### config.mk
export PLATFORM = sky130hd
export DESIGN_NAME = nand_op_seq
export DESIGN_NICKNAME = d
export VERILOG_FILES = /design/src/rtl/nand_seq_pkg.sv /design/src/rtl/nand_seq_addr.sv /design/src/rtl/nand_seq_wp.sv /design/src/rtl/nand_seq_ctrl.sv /design/src/rtl/nand_op_seq.sv
export SDC_FILE = /design/constraint.sdc
export NUM_CORES = 1
export LEC_CHECK = 0
export BUFFER_PORTS_ARGS = -buffer_cell sky130_fd_sc_hd__buf_4
export CAP_MARGIN = 20
export CORE_MARGIN = 5
export CORE_UTILIZATION = 30
export DETAILED_ROUTE_END_ITERATION = 16
export PLACE_DENSITY = 0.52
export SLEW_MARGIN = 5
export SYNTH_ARGS = -nofsm -noshare
export SYNTH_HDL_FRONTEND = slang
export SYNTH_SLANG_ARGS = --single-unit
### constraint.sdc
create_clock -name clk -period 2.53 [get_ports clk]
set_input_delay 0.1265 -clock clk [delete_from_list [all_inputs] [get_ports clk]]
set_output_delay 0.1265 -clock clk [all_outputs]
set_load 0.03 [all_outputs]
### src/rtl/nand_seq_pkg.sv
package nand_seq_pkg;

   typedef enum logic [2:0] {
      OP_RESET  = 3'd0,
      OP_ID     = 3'd1,
      OP_STATUS = 3'd2,
      OP_READ   = 3'd3,
      OP_PROG   = 3'd4,
      OP_ERASE  = 3'd5
   } op_e;

   typedef enum logic [1:0] {
      CY_CMD   = 2'd0,
      CY_ADDR  = 2'd1,
      CY_WRITE = 2'd2,
      CY_READ  = 2'd3
   } cyc_e;

   localparam logic [7:0] STATUS_OPC = 8'h70;

   function automatic logic op_known(input logic [2:0] code);
      return code <= 3'd5;
   endfunction

   // opening opcode of each operation
   function automatic logic [7:0] lead_opc(input op_e op);
      case (op)
         OP_RESET:  return 8'hFF;
         OP_ID:     return 8'h90;
         OP_STATUS: return STATUS_OPC;
         OP_READ:   return 8'h00;
         OP_PROG:   return 8'h80;
         default:   return 8'h60;
      endcase
   endfunction

   // confirming opcode of two-command operations
   function automatic logic [7:0] trail_opc(input op_e op);
      case (op)
         OP_READ: return 8'h30;
         OP_PROG: return 8'h10;
         default: return 8'hD0;
      endcase
   endfunction

endpackage

### src/rtl/nand_seq_addr.sv
module nand_seq_addr #(
   parameter int COL_W = 12,
   parameter int PG_W  = 6,
   parameter int BLK_W = 10
) (
   input  logic             clk,
   input  logic             rst_n,
   input  logic             load,
   input  logic [COL_W-1:0] col_in,
   input  logic [PG_W-1:0]  page_in,
   input  logic [BLK_W-1:0] blk_in,
   input  logic             zero_page,
   input  logic [1:0]       idx,
   output logic [7:0]       addr_byte
);
   localparam int ROW_W = PG_W + BLK_W;

   if (COL_W < 9 || COL_W > 16) begin : g_bad_col
      $error("COL_W must span two address bytes");
   end
   if (ROW_W > 16 || PG_W > 7) begin : g_bad_row
      $error("row address must fit two address bytes");
   end

   logic [COL_W-1:0] col_q;
   logic [PG_W-1:0]  page_q;
   logic [BLK_W-1:0] blk_q;
   logic [15:0]      col16;
   logic [15:0]      row16;
   logic [PG_W-1:0]  page_eff;

   always_ff @(posedge clk or negedge rst_n) begin
      if (!rst_n) begin
         col_q  <= '0;
         page_q <= '0;
         blk_q  <= '0;
      end else if (load) begin
         col_q  <= col_in;
         page_q <= page_in;
         blk_q  <= blk_in;
      end
   end

   always_comb begin
      page_eff = zero_page ? '0 : page_q;
      col16    = 16'(col_q);
      row16    = 16'({blk_q, page_eff});
      case (idx)
         2'd0:    addr_byte = col16[7:0];
         2'd1:    addr_byte = col16[15:8];
         2'd2:    addr_byte = row16[7:0];
         default: addr_byte = row16[15:8];
      endcase
   end

endmodule

### src/rtl/nand_seq_wp.sv
module nand_seq_wp #(
   parameter int WP_SETTLE = 8
) (
   input  logic clk,
   input  logic rst_n,
   input  logic wp_ctrl,
   input  logic idle,
   output logic wp_n,
   output logic settled
);
   logic wp_q;
   logic apply;

   assign apply = idle && (wp_ctrl != wp_q);
   assign wp_n  = ~wp_q;

   always_ff @(posedge clk or negedge rst_n) begin
      if (!rst_n)     wp_q <= 1'b0;
      else if (apply) wp_q <= wp_ctrl;
   end

   if (WP_SETTLE == 0) begin : g_no_settle
      assign settled = (wp_ctrl == wp_q);
   end else begin : g_settle
      localparam int SW = $clog2(WP_SETTLE + 1);
      logic [SW-1:0] cnt_q;

      always_ff @(posedge clk or negedge rst_n) begin
         if (!rst_n)              cnt_q <= '0;
         else if (apply)          cnt_q <= SW'(WP_SETTLE);
         else if (cnt_q != '0)    cnt_q <= cnt_q - SW'(1);
      end

      assign settled = (cnt_q == '0) && (wp_ctrl == wp_q);

      // a pin change is always followed by a hold-off
      p_wp_settle_r12: assert property (@(posedge clk) disable iff (!rst_n)
         (wp_n != $past(wp_n)) |-> !settled);
   end

endmodule

### src/rtl/nand_seq_ctrl.sv
module nand_seq_ctrl
   import nand_seq_pkg::*;
#(
   parameter int CNT_W    = 13,
   parameter int ID_BYTES = 5
) (
   input  logic             clk,
   input  logic             rst_n,
   input  logic             req_valid,
   input  logic [2:0]       req_op,
   input  logic [CNT_W-1:0] req_count,
   input  logic             settled,
   output logic             req_ready,
   output logic             req_take,
   output logic             busy,
   output logic             done,
   output logic [7:0]       status,
   output logic             cyc_valid,
   output logic [1:0]       cyc_kind,
   output logic [7:0]       cyc_data,
   input  logic             cyc_ack,
   input  logic [7:0]       cyc_rdata,
   input  logic             rb_ready,
   input  logic             wr_valid,
   input  logic [7:0]       wr_data,
   output logic             wr_ready,
   output logic             rd_valid,
   output logic [7:0]       rd_data,
   output logic [1:0]       addr_idx,
   output logic             addr_zero_page,
   input  logic [7:0]       addr_byte
);
   if (ID_BYTES < 1 || ID_BYTES >= (1 << CNT_W)) begin : g_bad_id
      $error("ID_BYTES must be nonzero and fit CNT_W");
   end

   typedef enum logic [3:0] {
      PH_IDLE, PH_PRE, PH_CMD1, PH_ADDR, PH_DATA, PH_CMD2,
      PH_POST, PH_RDATA, PH_STCMD, PH_STRD, PH_DONE
   } phase_e;

   phase_e           phase;
   op_e              op_q;
   logic [CNT_W-1:0] remain;
   logic [1:0]       idx_q;
   logic             pend;
   cyc_e             kind_q;
   logic [7:0]       data_q;
   logic [7:0]       status_q;
   logic             rd_valid_q;
   logic [7:0]       rd_data_q;

   cyc_e             lk;
   logic [7:0]       ld;
   logic             launch_ph;
   logic             launch;
   logic             acked;
   logic [1:0]       last_idx;

   assign req_ready      = (phase == PH_IDLE) && settled;
   assign req_take       = req_valid && req_ready && op_known(req_op);
   assign busy           = (phase != PH_IDLE);
   assign done           = (phase == PH_DONE);
   assign status         = status_q;
   assign cyc_valid      = pend;
   assign cyc_kind       = kind_q;
   assign cyc_data       = data_q;
   assign wr_ready       = (phase == PH_DATA) && !pend;
   assign rd_valid       = rd_valid_q;
   assign rd_data        = rd_data_q;
   assign addr_idx       = idx_q;
   assign addr_zero_page = (op_q == OP_ERASE);
   assign acked          = pend && cyc_ack;
   assign last_idx       = (op_q == OP_ID) ? 2'd0 : 2'd3;

   // next cycle to request in the current phase
   always_comb begin
      lk        = CY_CMD;
      ld        = 8'h00;
      launch_ph = 1'b1;
      case (phase)
         PH_CMD1:  ld = lead_opc(op_q);
         PH_ADDR:  begin lk = CY_ADDR; ld = (op_q == OP_ID) ? 8'h00 : addr_byte; end
         PH_DATA:  begin lk = CY_WRITE; ld = wr_data; launch_ph = wr_valid; end
         PH_CMD2:  ld = trail_opc(op_q);
         PH_STCMD: ld = STATUS_OPC;
         PH_STRD, PH_RDATA: lk = CY_READ;
         default:  launch_ph = 1'b0;
      endcase
   end
   assign launch = !pend && launch_ph;

   always_ff @(posedge clk or negedge rst_n) begin
      if (!rst_n) begin
         phase      <= PH_IDLE;
         op_q       <= OP_RESET;
         remain     <= '0;
         idx_q      <= '0;
         pend       <= 1'b0;
         kind_q     <= CY_CMD;
         data_q     <= '0;
         status_q   <= '0;
         rd_valid_q <= 1'b0;
         rd_data_q  <= '0;
      end else begin
         rd_valid_q <= 1'b0;
         if (launch) begin
            pend   <= 1'b1;
            kind_q <= lk;
            data_q <= ld;
         end
         if (acked) pend <= 1'b0;
         case (phase)
            PH_IDLE: if (req_take) begin
               op_q   <= op_e'(req_op);
               remain <= req_count;
               phase  <= PH_PRE;
            end
            PH_PRE: if (rb_ready) phase <= PH_CMD1;
            PH_CMD1: if (acked) begin
               case (op_q)
                  OP_RESET:  phase <= PH_POST;
                  OP_STATUS: begin remain <= CNT_W'(1); phase <= PH_RDATA; end
                  OP_ERASE:  begin idx_q <= 2'd2; phase <= PH_ADDR; end
                  default:   begin idx_q <= 2'd0; phase <= PH_ADDR; end
               endcase
            end
            PH_ADDR: if (acked) begin
               if (idx_q == last_idx) begin
                  if (op_q == OP_ID) begin
                     remain <= CNT_W'(ID_BYTES);
                     phase  <= PH_RDATA;
                  end else if (op_q == OP_PROG && remain != '0) begin
                     phase <= PH_DATA;
                  end else begin
                     phase <= PH_CMD2;
                  end
               end else begin
                  idx_q <= idx_q + 2'd1;
               end
            end
            PH_DATA: if (acked) begin
               remain <= remain - CNT_W'(1);
               if (remain == CNT_W'(1)) phase <= PH_CMD2;
            end
            PH_CMD2:  if (acked) phase <= PH_POST;
            PH_POST: if (rb_ready) begin
               case (op_q)
                  OP_RESET: phase <= PH_DONE;
                  OP_READ:  phase <= (remain == '0) ? PH_DONE : PH_RDATA;
                  default:  phase <= PH_STCMD;
               endcase
            end
            PH_STCMD: if (acked) phase <= PH_STRD;
            PH_STRD: if (acked) begin
               status_q <= cyc_rdata;
               phase    <= PH_DONE;
            end
            PH_RDATA: if (acked) begin
               rd_valid_q <= 1'b1;
               rd_data_q  <= cyc_rdata;
               remain     <= remain - CNT_W'(1);
               if (remain == CNT_W'(1)) phase <= PH_DONE;
            end
            default: phase <= PH_IDLE;
         endcase
      end
   end

   // requested cycle is held steady until acknowledged
   p_cyc_hold_r11: assert property (@(posedge clk) disable iff (!rst_n)
      (cyc_valid && !cyc_ack) |=> (cyc_valid && $stable(cyc_kind) && $stable(cyc_data)));

   // no bus activity outside an operation
   p_idle_quiet_r1: assert property (@(posedge clk) disable iff (!rst_n)
      !busy |-> !cyc_valid);

   // done is a single pulse that closes the operation
   p_done_close_r1: assert property (@(posedge clk) disable iff (!rst_n)
      done |=> (!busy && !done));

   // no acceptance while an operation runs
   p_busy_block_r13: assert property (@(posedge clk) disable iff (!rst_n)
      busy |-> !req_ready);

   // read stream only during an operation
   p_rd_in_op_r4: assert property (@(posedge clk) disable iff (!rst_n)
      rd_valid |-> busy);

endmodule

### src/rtl/nand_op_seq.sv
module nand_op_seq #(
   parameter int CNT_W     = 13,
   parameter int ID_BYTES  = 5,
   parameter int WP_SETTLE = 8,
   parameter int COL_W     = 12,
   parameter int PG_W      = 6,
   parameter int BLK_W     = 10
) (
   input  logic             clk,
   input  logic             rst_n,
   input  logic             req_valid,
   input  logic [2:0]       req_op,
   input  logic [BLK_W-1:0] req_block,
   input  logic [PG_W-1:0]  req_page,
   input  logic [COL_W-1:0] req_col,
   input  logic [CNT_W-1:0] req_count,
   output logic             req_ready,
   output logic             busy,
   output logic             done,
   output logic [7:0]       status,
   output logic             cyc_valid,
   output logic [1:0]       cyc_kind,
   output logic [7:0]       cyc_data,
   input  logic             cyc_ack,
   input  logic [7:0]       cyc_rdata,
   input  logic             rb_ready,
   input  logic             wr_valid,
   input  logic [7:0]       wr_data,
   output logic             wr_ready,
   output logic             rd_valid,
   output logic [7:0]       rd_data,
   input  logic             wp_ctrl,
   output logic             wp_n
);
   logic       settled;
   logic       req_take;
   logic [1:0] addr_idx;
   logic       addr_zero_page;
   logic [7:0] addr_byte;

   nand_seq_wp #(.WP_SETTLE(WP_SETTLE)) wp_i (
      .clk     (clk),
      .rst_n   (rst_n),
      .wp_ctrl (wp_ctrl),
      .idle    (!busy),
      .wp_n    (wp_n),
      .settled (settled)
   );

   nand_seq_addr #(.COL_W(COL_W), .PG_W(PG_W), .BLK_W(BLK_W)) addr_i (
      .clk       (clk),
      .rst_n     (rst_n),
      .load      (req_take),
      .col_in    (req_col),
      .page_in   (req_page),
      .blk_in    (req_block),
      .zero_page (addr_zero_page),
      .idx       (addr_idx),
      .addr_byte (addr_byte)
   );

   nand_seq_ctrl #(.CNT_W(CNT_W), .ID_BYTES(ID_BYTES)) ctrl_i (
      .clk            (clk),
      .rst_n          (rst_n),
      .req_valid      (req_valid),
      .req_op         (req_op),
      .req_count      (req_count),
      .settled        (settled),
      .req_ready      (req_ready),
      .req_take       (req_take),
      .busy           (busy),
      .done           (done),
      .status         (status),
      .cyc_valid      (cyc_valid),
      .cyc_kind       (cyc_kind),
      .cyc_data       (cyc_data),
      .cyc_ack        (cyc_ack),
      .cyc_rdata      (cyc_rdata),
      .rb_ready       (rb_ready),
      .wr_valid       (wr_valid),
      .wr_data        (wr_data),
      .wr_ready       (wr_ready),
      .rd_valid       (rd_valid),
      .rd_data        (rd_data),
      .addr_idx       (addr_idx),
      .addr_zero_page (addr_zero_page),
      .addr_byte      (addr_byte)
   );

endmodule

==> results.md, run 1 <==
- The flow ran to the end, and the final reports show no timing, DRC or antenna violations.
- The initialized floorplan defines 44 standard-cell rows.
- Counting every instance in the synthesized netlist gives 428.
- The number of placed instances, taps included, is 704.
- After layout, the minimum clock period comes to 2310 ps.
- The total count of max-transition violations in the final report was 0.
- In this run the power spent charging and discharging nets is 0.00313 W.
- The clock transition at the registers of the reported paths is 70 ps.
- The share of total power dissipated in combinational logic is 0.502.
- The remaining routing DRC violations is 0.
- The post-detailed-routing wire length is 12.5 mm.
- The worst supply voltage drop on vdd is 0.490 mV.
- The number of flops mapped to enable cells by yosys is 0.
- The via count of the first global-routing pass is 3903.
- The kind of critical path is register to register.
- The initial standard-cell utilization of the core is 0.306.
- Summed over all layers, the global routing overflow is 0.
- The part of the cycle the worst path needs is 0.913.
- After floorplanning, the core was sized to cover 14500 um^2.
- The estimated wirelength of the detail-placed design is 9.09 mm.
- After detailed routing, the average wire length per cell comes to 16.4 um.
- The number of nets handed over by synthesis was 504.
- The number of antenna violations at the first check in global routing is 0.
- The startpoint identified for the worst hold timing path is wp_ctrl.
- The number of cells in the finished layout apart from fillers is 761.
- For this run, the register share of the synthesized area comes to 0.467.
- The internal power consumption is 0.00424 W.
- Adding up every negative setup slack in the final design gives 0 ps.
- The class of the tightest hold or removal check is input pin to register.
- The count of antenna-violating nets left after detailed routing is 0.
- Setup repair after global routing left no endpoint under its margin.
- The fraction of synthesis flops using an asynchronous set or reset pin is 1.00.
- The unique cell type count in the Yosys netlist is 56.
- The die is 132 um wide.
- At the worst endpoint, the required time is 2770 ps.
- The synthesized flop and latch total is 83.
- The worst register-to-register path has a setup slack of 220 ps.
- The iteration-0 DRC count of the detailed router is 246.
- Of the total power, the share spent switching nets is 0.425.
- Setup violations remaining at the end of the flow were counted as 0.
- The number of antenna diodes in the final layout is 0.
- The number of buffers created by CTS is 9.
- The fraction of final layout cells sized beyond drive strength 1 is 0.260.
- The number of top-level pins is 100.
- The share of total power dissipated in the clock network is 0.191.
- The tree is rooted in a sky130_fd_sc_hd__clkbuf_16.
- Tracing the worst setup path back leads to its startpoint at ctrl_i.phase[2].
- The synthesized cell area is 4440 um^2.
- The first global-routing pass estimated 21.0 mm of wire.
- The tightest hold path in the finished design has a slack of 47.3 ps.
- The pre-antenna-repair detailed-routing pass consisted of 5 iterations.
- The net total in the final layout is 648.
- The routed via count divided by cell count is 4.99.
- For this run, the total global-route usage over all layers was measured as 0.148.
- For the worst setup path, the data arrival time is 2550 ps.
- The part of the power in registers is 0.306.
- Input and output buffers added on the ports amount to 99.
- The signed area change from the synthesized netlist to the final layout is 39.2%.
- The full die area is 17300 um^2.
- For the pin with the worst max-slew slack, the measured transition is 514 ps.
- The leakage power of the design is 2.91 nW.
- The maximum buffer depth of the clock tree is 2.
- Along the worst path, the maximum fanout reaches 22.
- The number of H-tree levels is 3.
- The number of warnings printed during yosys synthesis is 0.
- For this run, the leading register cell type out of synthesis is sky130_fd_sc_hd__dfrtp_1.
- The die is 132 um tall.
- The startpoint identified for the worst register-to-register timing path is ctrl_i.phase[2].
- The final weighted congestion in routability-driven placement is 0.806.
- The clock tree skew after final layout is 5.94 ps.
- Based on the critical path, the design can be clocked at up to 0.433 GHz.
- The number of failing hold endpoints at the final stage came to 0.
- The maximum number of pins on one net before global-route repair is 50.
- The worst setup path is captured at a register.
- The routed via count is 3794.
- Headroom to the max-slew limit came out at 0.657.
- The kind of launch point of the worst setup path is a register.
- The CTS tree is done.
- Max-cap violations in this run came to 0.
- The post-CTS resize count is 0.
- The clock reaches the later pin of the worst-skew pair after 350 ps.
- In this run the mean area of a mapped cell was 10.4 um^2.
- The clock sink count is 83.
- The power density of the placed cells is 1190 nW/um^2.
-- cell usage after synthesis (7+ instances only) --
library cell,instances,area share
sky130_fd_sc_hd__mux2_1,40,0.10
sky130_fd_sc_hd__nand3_1,7,0.0079
sky130_fd_sc_hd__inv_1,10,0.0084
sky130_fd_sc_hd__o21ai_0,23,0.026
sky130_fd_sc_hd__nor3_1,12,0.014
sky130_fd_sc_hd__mux2_2,10,0.025
sky130_fd_sc_hd__a21oi_1,29,0.033
sky130_fd_sc_hd__dfrtp_1,83,0.47
sky130_fd_sc_hd__nand2_1,33,0.028
sky130_fd_sc_hd__a22o_1,15,0.030
sky130_fd_sc_hd__clkbuf_1,8,0.0068
sky130_fd_sc_hd__nor2_1,26,0.022
sky130_fd_sc_hd__ha_1,9,0.025
sky130_fd_sc_hd__nand2b_1,9,0.013
sky130_fd_sc_hd__nor2b_1,9,0.013
sky130_fd_sc_hd__o21ai_1,13,0.015
-- routing by layer --
| metal | up-vias | GRT usage | share of wire |
|---|---|---|---|
| li1 | 1860 | - | - |
| met1 | 1830 | 0.203 | 0.47 |
| met2 | 94 | 0.231 | 0.47 |
| met3 | 10 | 0.0356 | 0.043 |
| met4 | 0 | 0.0526 | 0.015 |
| met5 | - | 0 | 0 |
-- power groups by stage --
stage | registers, W | logic, W | clock network (W)
floorplan | 0.00234 | 0.00244 | 0
global placement | 0.00227 | 0.00362 | 0
detailed placement | 0.00228 | 0.00367 | 0
CTS | 0.00226 | 0.00373 | 0.00147
global route | 0.00235 | 0.00412 | 0.00152
finish | 0.00226 | 0.00371 | 0.00141
-- cells by family after synthesis --
group / share of synthesized area
multiplexers: 0.136
flip-flops: 0.467
buffers and inverters: 0.0329
XOR/XNOR: 0.00788
AND/OR/NAND/NOR: 0.161
AO/OA/AOI/OAI: 0.170
adder cells (fa/ha/maj): 0.0253
-- critical path, cell delays in order, from the launching register on --
cell and delay [ps]:
sky130_fd_sc_hd__dfrtp_1 640, sky130_fd_sc_hd__nand4bb_1 420, sky130_fd_sc_hd__nor2b_4 130, sky130_fd_sc_hd__nor4_4 190, sky130_fd_sc_hd__nor4b_4 290, sky130_fd_sc_hd__buf_12 200, sky130_fd_sc_hd__o21ai_1 80, sky130_fd_sc_hd__a22o_1 240
-- state kept, by name (all words and copies together) (netlist names) --
signal               cells
ctrl_i.remain           13
addr_i.col_q            12
addr_i.blk_q            10
ctrl_i.cyc_data          8
ctrl_i.rd_data           8
ctrl_i.status            8
addr_i.page_q            6
ctrl_i.phase             4
wp_i.g_settle.cnt_q      4
ctrl_i.op_q              3
ctrl_i.addr_idx          2
ctrl_i.cyc_kind          2
ctrl_i.cyc_valid         1
ctrl_i.rd_valid          1
wp_i.wp_q                1
-- through the flow --
step	utilization	power [W]	instance area (um^2)	setup slack, ps
after floorplan	-	0.00478	4450	129
after global placement	0.375	0.00589	5460	309
after detailed placement	0.375	0.00595	5460	278
after CTS	0.426	0.00746	6190	256
after global routing	0.426	0.00798	6190	67.7
final	0.426	0.00738	6190	220
-- layout by cell type, fill, tap and decap left out, drive strengths merged, types with 6 or more instances in the layout --
cell type,count
a21oi,29
a221o,6
a22o,15
buf,115
clkbuf,9
dfrtp,83
dlygate4sd3,41
ha,9
inv,14
mux2,50
nand2,33
nand2b,9
nand3,7
nor2,27
nor2b,10
nor3,14
nor3b,6
o211ai,6
o21ai,36
-- area by class of cell --
class | count | area [um^2]
Timing Repair Buffer | 156 | 1300
Clock inverter | 7 | 93.8
Sequential cell | 83 | 2080
Clock buffer | 9 | 225
Fill cell | 1441 | 8350
Tap cell | 184 | 230
Multi-Input combinational cell | 312 | 2220
Inverter | 10 | 37.5
-- path summary, 6_finish.rpt --
path | depth (start not counted) | endpoint
min reg2reg | 1 | ctrl_i.rd_data[0]
min in group asynchronous | 2 | ctrl_i.remain[11]
min | 2 | wp_i.wp_q
max in group asynchronous | 3 | ctrl_i.rd_data[7]
max | 7 | ctrl_i.remain[5]
max reg2reg | 7 | ctrl_i.remain[5]
-- timing repair --
item,4_1_cts,5_1_grt
buffers inserted,0,0
hold endpoints to repair,82,0
hold buffers,41,0
(Power assumes the default switching activity.)
==> inputs of run 2 (changes only) <==
Settings changed: ABC_AREA set to 1.
==> results.md, run 2 <==
- The synthesized flop and latch total is 83.
- Compared with the post-synthesis result, the final layout area differs by 26.8%.
- The power density of the placed cells is 1180 nW/um^2.
- The fraction of met1 tracks used by global routing is 0.192.
- After clock tree synthesis, the repair step resized 0 gates.
- For this run the aggregate overflow at the end of global routing stands at 0.
- The clock latency reported for the late side of the worst-skew pair is 350 ps.
- The count of antenna-violating nets left after detailed routing is 0.
- The cell count after synthesis is 653.
- The total count of max-transition violations in the final report is 0.
- The dominant cell type by count on the critical path is sky130_fd_sc_hd__buf_4.
- In this design, the largest share of critical-path delay is due to buffers and inverters.
- The die is 136 um wide.
- After the first detailed-routing iteration, the DRC count stood at 261.
- The worst hold path passes through 3 cells.
- The largest registers in the layout are ctrl_i.remain x13, addr_i.col_q x12, addr_i.blk_q x10.
- The minimum clock period after layout is 2110 ps.
- The part of the cycle the worst path needs is 0.834.
- The number of H-tree levels is 3.
- In the synthesized netlist the dominant register cell turns out to be sky130_fd_sc_hd__dfrtp_1.
- The path class of the tightest hold or removal check is input pin to register.
- The register with the most flip-flops in the layout has 13 of them.
- The number of antenna violations at the first check in global routing is 0.
- After filler insertion, the fill cell instance count of the layout stands at 1704.
- In the final layout, the share of cells above drive strength 1 is 0.189.
- The leading cell type by number of instances after synthesis is sky130_fd_sc_hd__nand2_1.
- The routed layout has 4409 vias.
- Between clock sinks in the finished design, the worst skew comes to 7.04 ps.
- Dividing the detail-routed wire length by the instance count gives 13.4 um.
- The critical path data arrival time is 1980 ps.
- The post-detailed-routing wire length is 13.1 mm.
- The worst hold path begins at req_block[3].
- The number of failing hold endpoints at the final stage is 0.
- The kind of critical path is register to output port.
- Each instance of the synthesized netlist takes up on average 7.32 um^2.
- The number of placed cells counting well taps is 954.
- The total number of placement rows is 46.
- The maximum clock frequency is 0.474 GHz.
- After routing, the total negative slack on setup checks comes to 0 ps.
- The met2 track demand over resource in global routing is 0.241.
- The total area inside the core boundary comes to 15800 um^2.
- The finished layout holds 978 standard cells, fillers aside.
- The area fraction in compound gates after synthesis came to 0.103.
- The slowest stage of the critical path belongs to the cell sky130_fd_sc_hd__dfrtp_1.
- The netlist uses 36 different library cells.
- Summed over all nets, the half-perimeter wirelength after detailed placement is 9.98 mm.
- Of the total synthesized cell area, the portion taken by AND, OR, NAND and NOR gates is 0.360.
- The normalized max-slew margin is 0.545.
- The endpoint class of the critical path is an output port.
- The via count of the first global-routing pass came to 4388.
- In this design, the stage delay of the slowest critical-path cell is 370 ps.
- Together, buffers and inverters on the worst path number 3.
- The synthesized-area fraction occupied by xor and xnor cells is 0.00550.
- The dominant cell type by area after synthesis is sky130_fd_sc_hd__dfrtp_1.
- The antenna diode instance count is 0.
- The worst register-to-register path begins at wp_i.g_settle.cnt_q[0].
- The remaining routing DRC violations is 0.
- The met3 demand-to-capacity share in global routing is 0.0329.
- The initial standard-cell utilization of the core is 0.303.
- The number of top-level pins is 100.
- The sequential share of the synthesized area is 0.435.
- The number of buffers inserted for hold repair after clock tree synthesis is 8.
- After synthesis the cells add up to 4780 um^2.
- The fraction of synthesis flops using an asynchronous set or reset pin is 1.00.
- In this run the register-to-register setup slack is 560 ps.
- The synthesized netlist net count is 729.
- The floorplan step set the die height to 136 um.
- The maximum buffer depth of the clock tree is 2.
- After synthesis, the largest family of logic cells by area is simple AND/OR/NAND/NOR gates.
- Leaving out fill and tap cells, the most frequent cell in the layout is sky130_fd_sc_hd__nand2_1.
- For the pin with the worst max-slew slack, the measured transition is 678 ps.
- For this run, the post-layout net count is 833.
- The number of buffers created by CTS is 9.
- The required time of the critical path is 2400 ps.
- By count the netlist is led by 255 x sky130_fd_sc_hd__nand2_1, 83 x sky130_fd_sc_hd__dfrtp_1, 62 x sky130_fd_sc_hd__nand3_1.
- The signal on the critical path passes through inv_1 > ha_1 > nand2_1 > nor2_2 > nand2_2 > nor2_8 > buf_4 > buf_4.
- Yosys mapped a number of flops with a built-in enable equal to 0.
- The kind of launch point of the worst setup path is a register.
- The post-placement cell area is 5720 um^2.
- The top cell types in the final layout, fill and taps aside, are 255 x sky130_fd_sc_hd__nand2_1, 101 x sky130_fd_sc_hd__buf_4, 83 x sky130_fd_sc_hd__dfrtp_1, 62 x sky130_fd_sc_hd__nand3_1, 58 x sky130_fd_sc_hd__inv_1.
- The count of cells along the worst register-to-register path is 10.
- In this run the most used layer during global routing was met2.
- In the routed layout, each cell is associated on average with a via count of 4.51.
- The largest fanout on the critical path is 27.
- For this run, the number of Yosys warnings is 0.
- The share of Yosys cell area claimed by the top area cell type is 0.435.
- Of the total synthesized cell area, the portion taken by full adders, half adders and majority gates is 0.0236.
- The clock sink count is 83.
- The number of detailed-routing iterations run before antenna repair is 4.
- The leakage power of the design is 3.33 nW.
- The capture endpoint of the worst hold path is addr_i.blk_q[3].
- Max-cap violations in this run came to 0.
- Setup repair after global routing left no endpoint under its margin.
- The worst supply voltage drop on vdd is 0.432 mV.
- By area the synthesized netlist is led by sky130_fd_sc_hd__dfrtp_1 43%, sky130_fd_sc_hd__nand2_1 20%, sky130_fd_sc_hd__nand3_1 6.5%, sky130_fd_sc_hd__inv_1 4.6%, sky130_fd_sc_hd__nor2_1 3.8%.
- The count of buffers from port buffering is 99.
- The largest register by flop count is ctrl_i.remain.
- Setup violations remaining at the end of the flow were counted as 0.
- The first global-routing pass estimated 21.7 mm of wire.
- Entering global routing, the biggest net connects 51 pins.
- The endpoint of the worst-slack reg-to-reg timing path is ctrl_i.remain[12].
- The floorplan step defined a die boundary enclosing 18500 um^2.
- The count of buffers added by post-CTS timing repair for setup is 0.
- The final weighted congestion in routability-driven placement is 0.855.
- The overall global routing resource usage is 0.147.
- The clock transition at the registers of the reported paths is 60 ps.
- The run finished with clean final reports.
- The finished cells cover 6060 um^2.
- Of the post-synthesis cell area, the part taken by muxes is 0.
- Clock tree synthesis selected as its root buffer the cell sky130_fd_sc_hd__clkbuf_16.
- TritonCTS built the clock tree.
-- run 2: worst min-delay path, stage by stage --
cell                      delay, ps
sky130_fd_sc_hd__buf_4           80
sky130_fd_sc_hd__nand3_1         60
sky130_fd_sc_hd__nand2_1         60
-- run 2: cell type report --
class,count,area (um^2),share of cell area
multi-input combinational,487,2350,0.388
sequential,83,2080,0.343
timing repair buffer,110,858,0.142
tap,216,270,0.0446
inverter,66,248,0.0409
clock buffer,13,240,0.0397
clock inverter,3,15.0,0.00248
-- run 2: how the worst max path moves through the flow --
stage / endpoint / from / slack (ps) / cells after the start
after CTS: req_ready / wp_i.g_settle.cnt_q[0] / 400 / 8
after floorplan: ctrl_i.remain[10] / wp_i.g_settle.cnt_q[0] / 840 / 10
after detailed placement: ctrl_i.op_q[0] / wp_i.g_settle.cnt_q[0] / 560 / 9
after global routing: req_ready / wp_i.g_settle.cnt_q[0] / 270 / 8
after global placement: ctrl_i.op_q[0] / wp_i.g_settle.cnt_q[0] / 610 / 9
final: req_ready / wp_i.g_settle.cnt_q[0] / 420 / 8
-- run 2: power breakdown --
part / total [W] / internal [W] / switching, W
combinational: 0.00373 / 0.00126 / 0.00246
clock: 0.00117 / 0.000661 / 0.000514
sequential: 0.00227 / 0.00187 / 0.000404
total: 0.00718 / 0.00379 / 0.00338
-- run 2: cell families after synthesis --
kind of cell | after synthesis
xor gates and xnor gates | 3
DFF | 83
adders and majority gates | 9
AOI/OAI and AO/OA | 83
and+or+nand+nor | 392
buffers and inverters | 83
-- run 2: per-stage QoR --
| step | power (W) | util | setup slack (ps) | hold WS (ps) |
|---|---|---|---|---|
| floorplan | 0.00500 | - | 844 | -169 |
| global placement | 0.00597 | 0.363 | 613 | 125 |
| detailed placement | 0.00604 | 0.363 | 559 | 125 |
| CTS | 0.00726 | 0.384 | 400 | 1.89 |
| global route | 0.00783 | 0.384 | 271 | 9.42 |
| finish | 0.00718 | 0.384 | 420 | 10.1 |
-- run 2: metal layers --
metal  wire length [um]  share of wire
met1               6060           0.46
met2               6300           0.48
met3                585          0.045
met4                180          0.014
met5                  0              0
==> inputs of run 3 (changes only) <==
Settings changed: PLACE_DENSITY 0.52 to 0.54.
Clock period 2.53 ns to 1.8 ns, I/O delays scaled along.
==> results.md, run 3 (synthesized netlist as in run 2, its figures left out) <==
- The clock drives 83 sinks.
- VDD sags by at most 0.765 mV.
- Of the available clock period, the critical path in the final layout requires 0.952.
- The final weighted congestion in routability-driven placement is 0.805.
- The clock root buffer master is sky130_fd_sc_hd__clkbuf_16.
- The tool flagged a number of max-cap violations equal to 0.
- Tracing the worst setup path back leads to its startpoint at wp_i.g_settle.cnt_q[1].
- The routed via count divided by cell count is 4.44.
- The net total in the final layout is 888.
- The total count of max-transition violations in the final report is 0.
- The power density of the placed cells is 1680 nW/um^2.
- The area growth from synthesis to layout is 42.2%.
- The final global-route overflow total is 0.
- The antenna diode instance count is 0.
- The initial utilization of the core area, before any placement, comes to 0.303.
- The overall power is 0.0114 W.
- The post-route cell area is 6790 um^2.
- Setup violations remaining at the end of the flow were counted as 0.
- The vertical die dimension is 136 um.
- Port buffering added 99 buffers.
- The kind of critical path is register to output port.
- The internal portion of the total power is 0.00647 W.
- The share of total power dissipated in the clock network is 0.202.
- Once detail routing completed, the nets flagged for antenna violations numbered 0.
- In this run the critical register-to-register path is launched from wp_i.g_settle.cnt_q[1].
- The routed via count is 4588.
- The flip-flop count of the largest register after layout is 13.
- The via count of the first global-routing pass is 4615.
- The routed wire length per instance is 13.2 um.
- The kind of launch point of the worst setup path is a register.
- The count of cells along the worst register-to-register path is 11.
- In this run, the number of DRC markers left after iteration 0 of detailed routing was 238.
- After layout, the minimum clock period comes to 1710 ps.
- The most common cell after layout, fill and taps aside is sky130_fd_sc_hd__nand2_1.
- STA classifies the critical path endpoint as an output port.
- The utilization of the core after routing is 0.431.
- Measured against its own limit, the worst slew margin works out to 0.550.
- The clock transition at the registers of the reported paths is 70 ps.
- The global-route wire length before repair is 22.3 mm.
- The worst register-to-register path ends at addr_i.page_q[3].
- The required time of the critical path is 1710 ps.
- The total number of placement rows is 46.
- The class of the tightest hold or removal check is input pin to register.
- During I/O placement, the number of pins put on the boundary was 100.
- The overall global routing resource usage is 0.151.
- The analysis attributes to cell leakage a power of 3.67 nW.
- Of the total power, combinational logic draws 0.519.
- The number of failing hold endpoints at the final stage is 0.
- Derived from the worst setup path, the maximum achievable clock frequency is 0.584 GHz.
- The number of buffers created by CTS is 9.
- In this run the standard cell core region covers 15800 um^2.
- The flow ran to the end, and the final reports show no timing, DRC or antenna violations.
- In the routed design, unresolved DRC markers number 0.
- The slew at the pin with the worst max-slew slack is 670 ps.
- At the later pin of the worst-skew pair, clock insertion delay measures 340 ps.
- Along the worst path, the maximum fanout reaches 8.
- The die is 136 um wide.
- The switching power summed over all nets is 0.00495 W.
- Of the total power, registers draw 0.280.
- Entering global routing, the biggest net connects 55 pins.
- The largest register by flop count is ctrl_i.remain.
- The HPWL after detailed placement is 10.0 mm.
- TritonCTS built the clock tree.
- The top cell types in the final layout, fill and taps aside, are 253 x sky130_fd_sc_hd__nand2_1, 123 x sky130_fd_sc_hd__buf_4, 79 x sky130_fd_sc_hd__dfrtp_1, 62 x sky130_fd_sc_hd__nand3_1, 55 x sky130_fd_sc_hd__inv_1.
- Of the cells placed in the final design, the portion with a size suffix greater than 1 is 0.239.
- No sink is reached through more buffers than the 2 on the longest clock path.
- Following the worst setup path forward leads to its endpoint at req_ready.
- The critical path data arrival time is 1620 ps.
- After detailed placement, the total cell area comes to 5900 um^2.
- The reg2reg setup slack is 130 ps.
- The number of H-tree levels is 3.
- The full die area is 18500 um^2.
- In the final layout, the registers with the most flip-flops are ctrl_i.remain x13, addr_i.col_q x12, addr_i.blk_q x10.
- The number of detailed-routing iterations run before antenna repair is 4.
- For this block, the routed nets add up to 13.7 mm of wire.
- Adding up every negative setup slack in the final design gives 0 ps.
- The number of antenna violations at the first check in global routing is 0.
- The proportion of total power due to net switching is 0.433.
- The clock tree skew after final layout is 9.40 ps.
==> run 3: cell types whose count changed in the layout (fill, tap and decap cells not counted), moves of 3 or more <==
cell / change
sky130_fd_sc_hd__buf_12: +4
sky130_fd_sc_hd__nor2_1: -3
sky130_fd_sc_hd__dlygate4sd3_1: +21
sky130_fd_sc_hd__dfrtp_2: +4
sky130_fd_sc_hd__inv_1: -3
sky130_fd_sc_hd__buf_4: +22
sky130_fd_sc_hd__dfrtp_1: -4
sky130_fd_sc_hd__clkbuf_1: -4
sky130_fd_sc_hd__inv_2: +3
sky130_fd_sc_hd__bufinv_16: +4
sky130_fd_sc_hd__buf_6: +3
sky130_fd_sc_hd__clkinv_2: -3
==> run 3: final cells by class <==
cell class                 instances  area, um^2
fill                            1679        8980
multi-input combinational        488        2400
sequential                        83        2080
timing repair buffer             164        1420
tap                              216         270
inverter                          66         248
clock buffer                      10         239
clock inverter                     6         136
==> run 3: power groups by stage <==
stage	Combinational, W	Sequential, W	Clock [W]
2_1_floorplan	0.00351	0.00351	0
3_3_place_gp	0.00562	0.00321	0
3_5_place_dp	0.00564	0.00320	0
4_1_cts	0.00578	0.00318	0.00237
5_1_grt	0.00664	0.00329	0.00244
6_report	0.00592	0.00320	0.00230
==> run 3: critical path, cell delays in order (launching register included) <==
cell                      delay (ps)
sky130_fd_sc_hd__dfrtp_1         390
sky130_fd_sc_hd__inv_2            70
sky130_fd_sc_hd__ha_1            150
sky130_fd_sc_hd__nand2_2          70
sky130_fd_sc_hd__nor2_4          130
sky130_fd_sc_hd__nand2_4          90
sky130_fd_sc_hd__nor2_8          130
sky130_fd_sc_hd__buf_12          140
sky130_fd_sc_hd__buf_8           120
==> run 3: worst min-delay path by stage <==
stage	cells after the start	startpoint	to	slack, ps
global route	3	req_col[4]	addr_i.col_q[4]	10
finish	3	req_col[4]	addr_i.col_q[4]	20
CTS	3	req_col[4]	addr_i.col_q[4]	2
global placement	1	rst_n	wp_i.g_settle.cnt_q[2]	70
floorplan	0	rst_n	addr_i.blk_q[0]	-210
detailed placement	1	rst_n	wp_i.g_settle.cnt_q[2]	70
==> run 3: per-layer routing <==
metal / vias to the layer above / share of wire / global-route usage
li1: 2397 / - / -
met1: 2106 / 0.46 / 0.196
met2: 72 / 0.49 / 0.255
met3: 13 / 0.031 / 0.0255
met4: 0 / 0.013 / 0.0532
met5: - / 0 / 0
==> run 3: repair_timing <==
item | 4_1_cts | 5_1_grt
cloned | 1 | 1
endpoints found under the setup margin | 1 | 52
hold buffers | 29 | 0
setup buffers | 3 | 9
resized for setup | 4 | 24
pin swaps | 3 | 5
endpoints found under the hold margin | 57 | 0
==> run 3: stage by stage <==
stage | hold slack, ps | instances | worst slack [ps]
after floorplan | -206 | 653 | 114
after global placement | 67.2 | 974 | 87.6
after detailed placement | 70.6 | 974 | 47.2
after CTS | 1.73 | 1023 | 4.51
after global routing | 10.9 | 1033 | -18.1
final | 18.0 | 1033 | 87.0
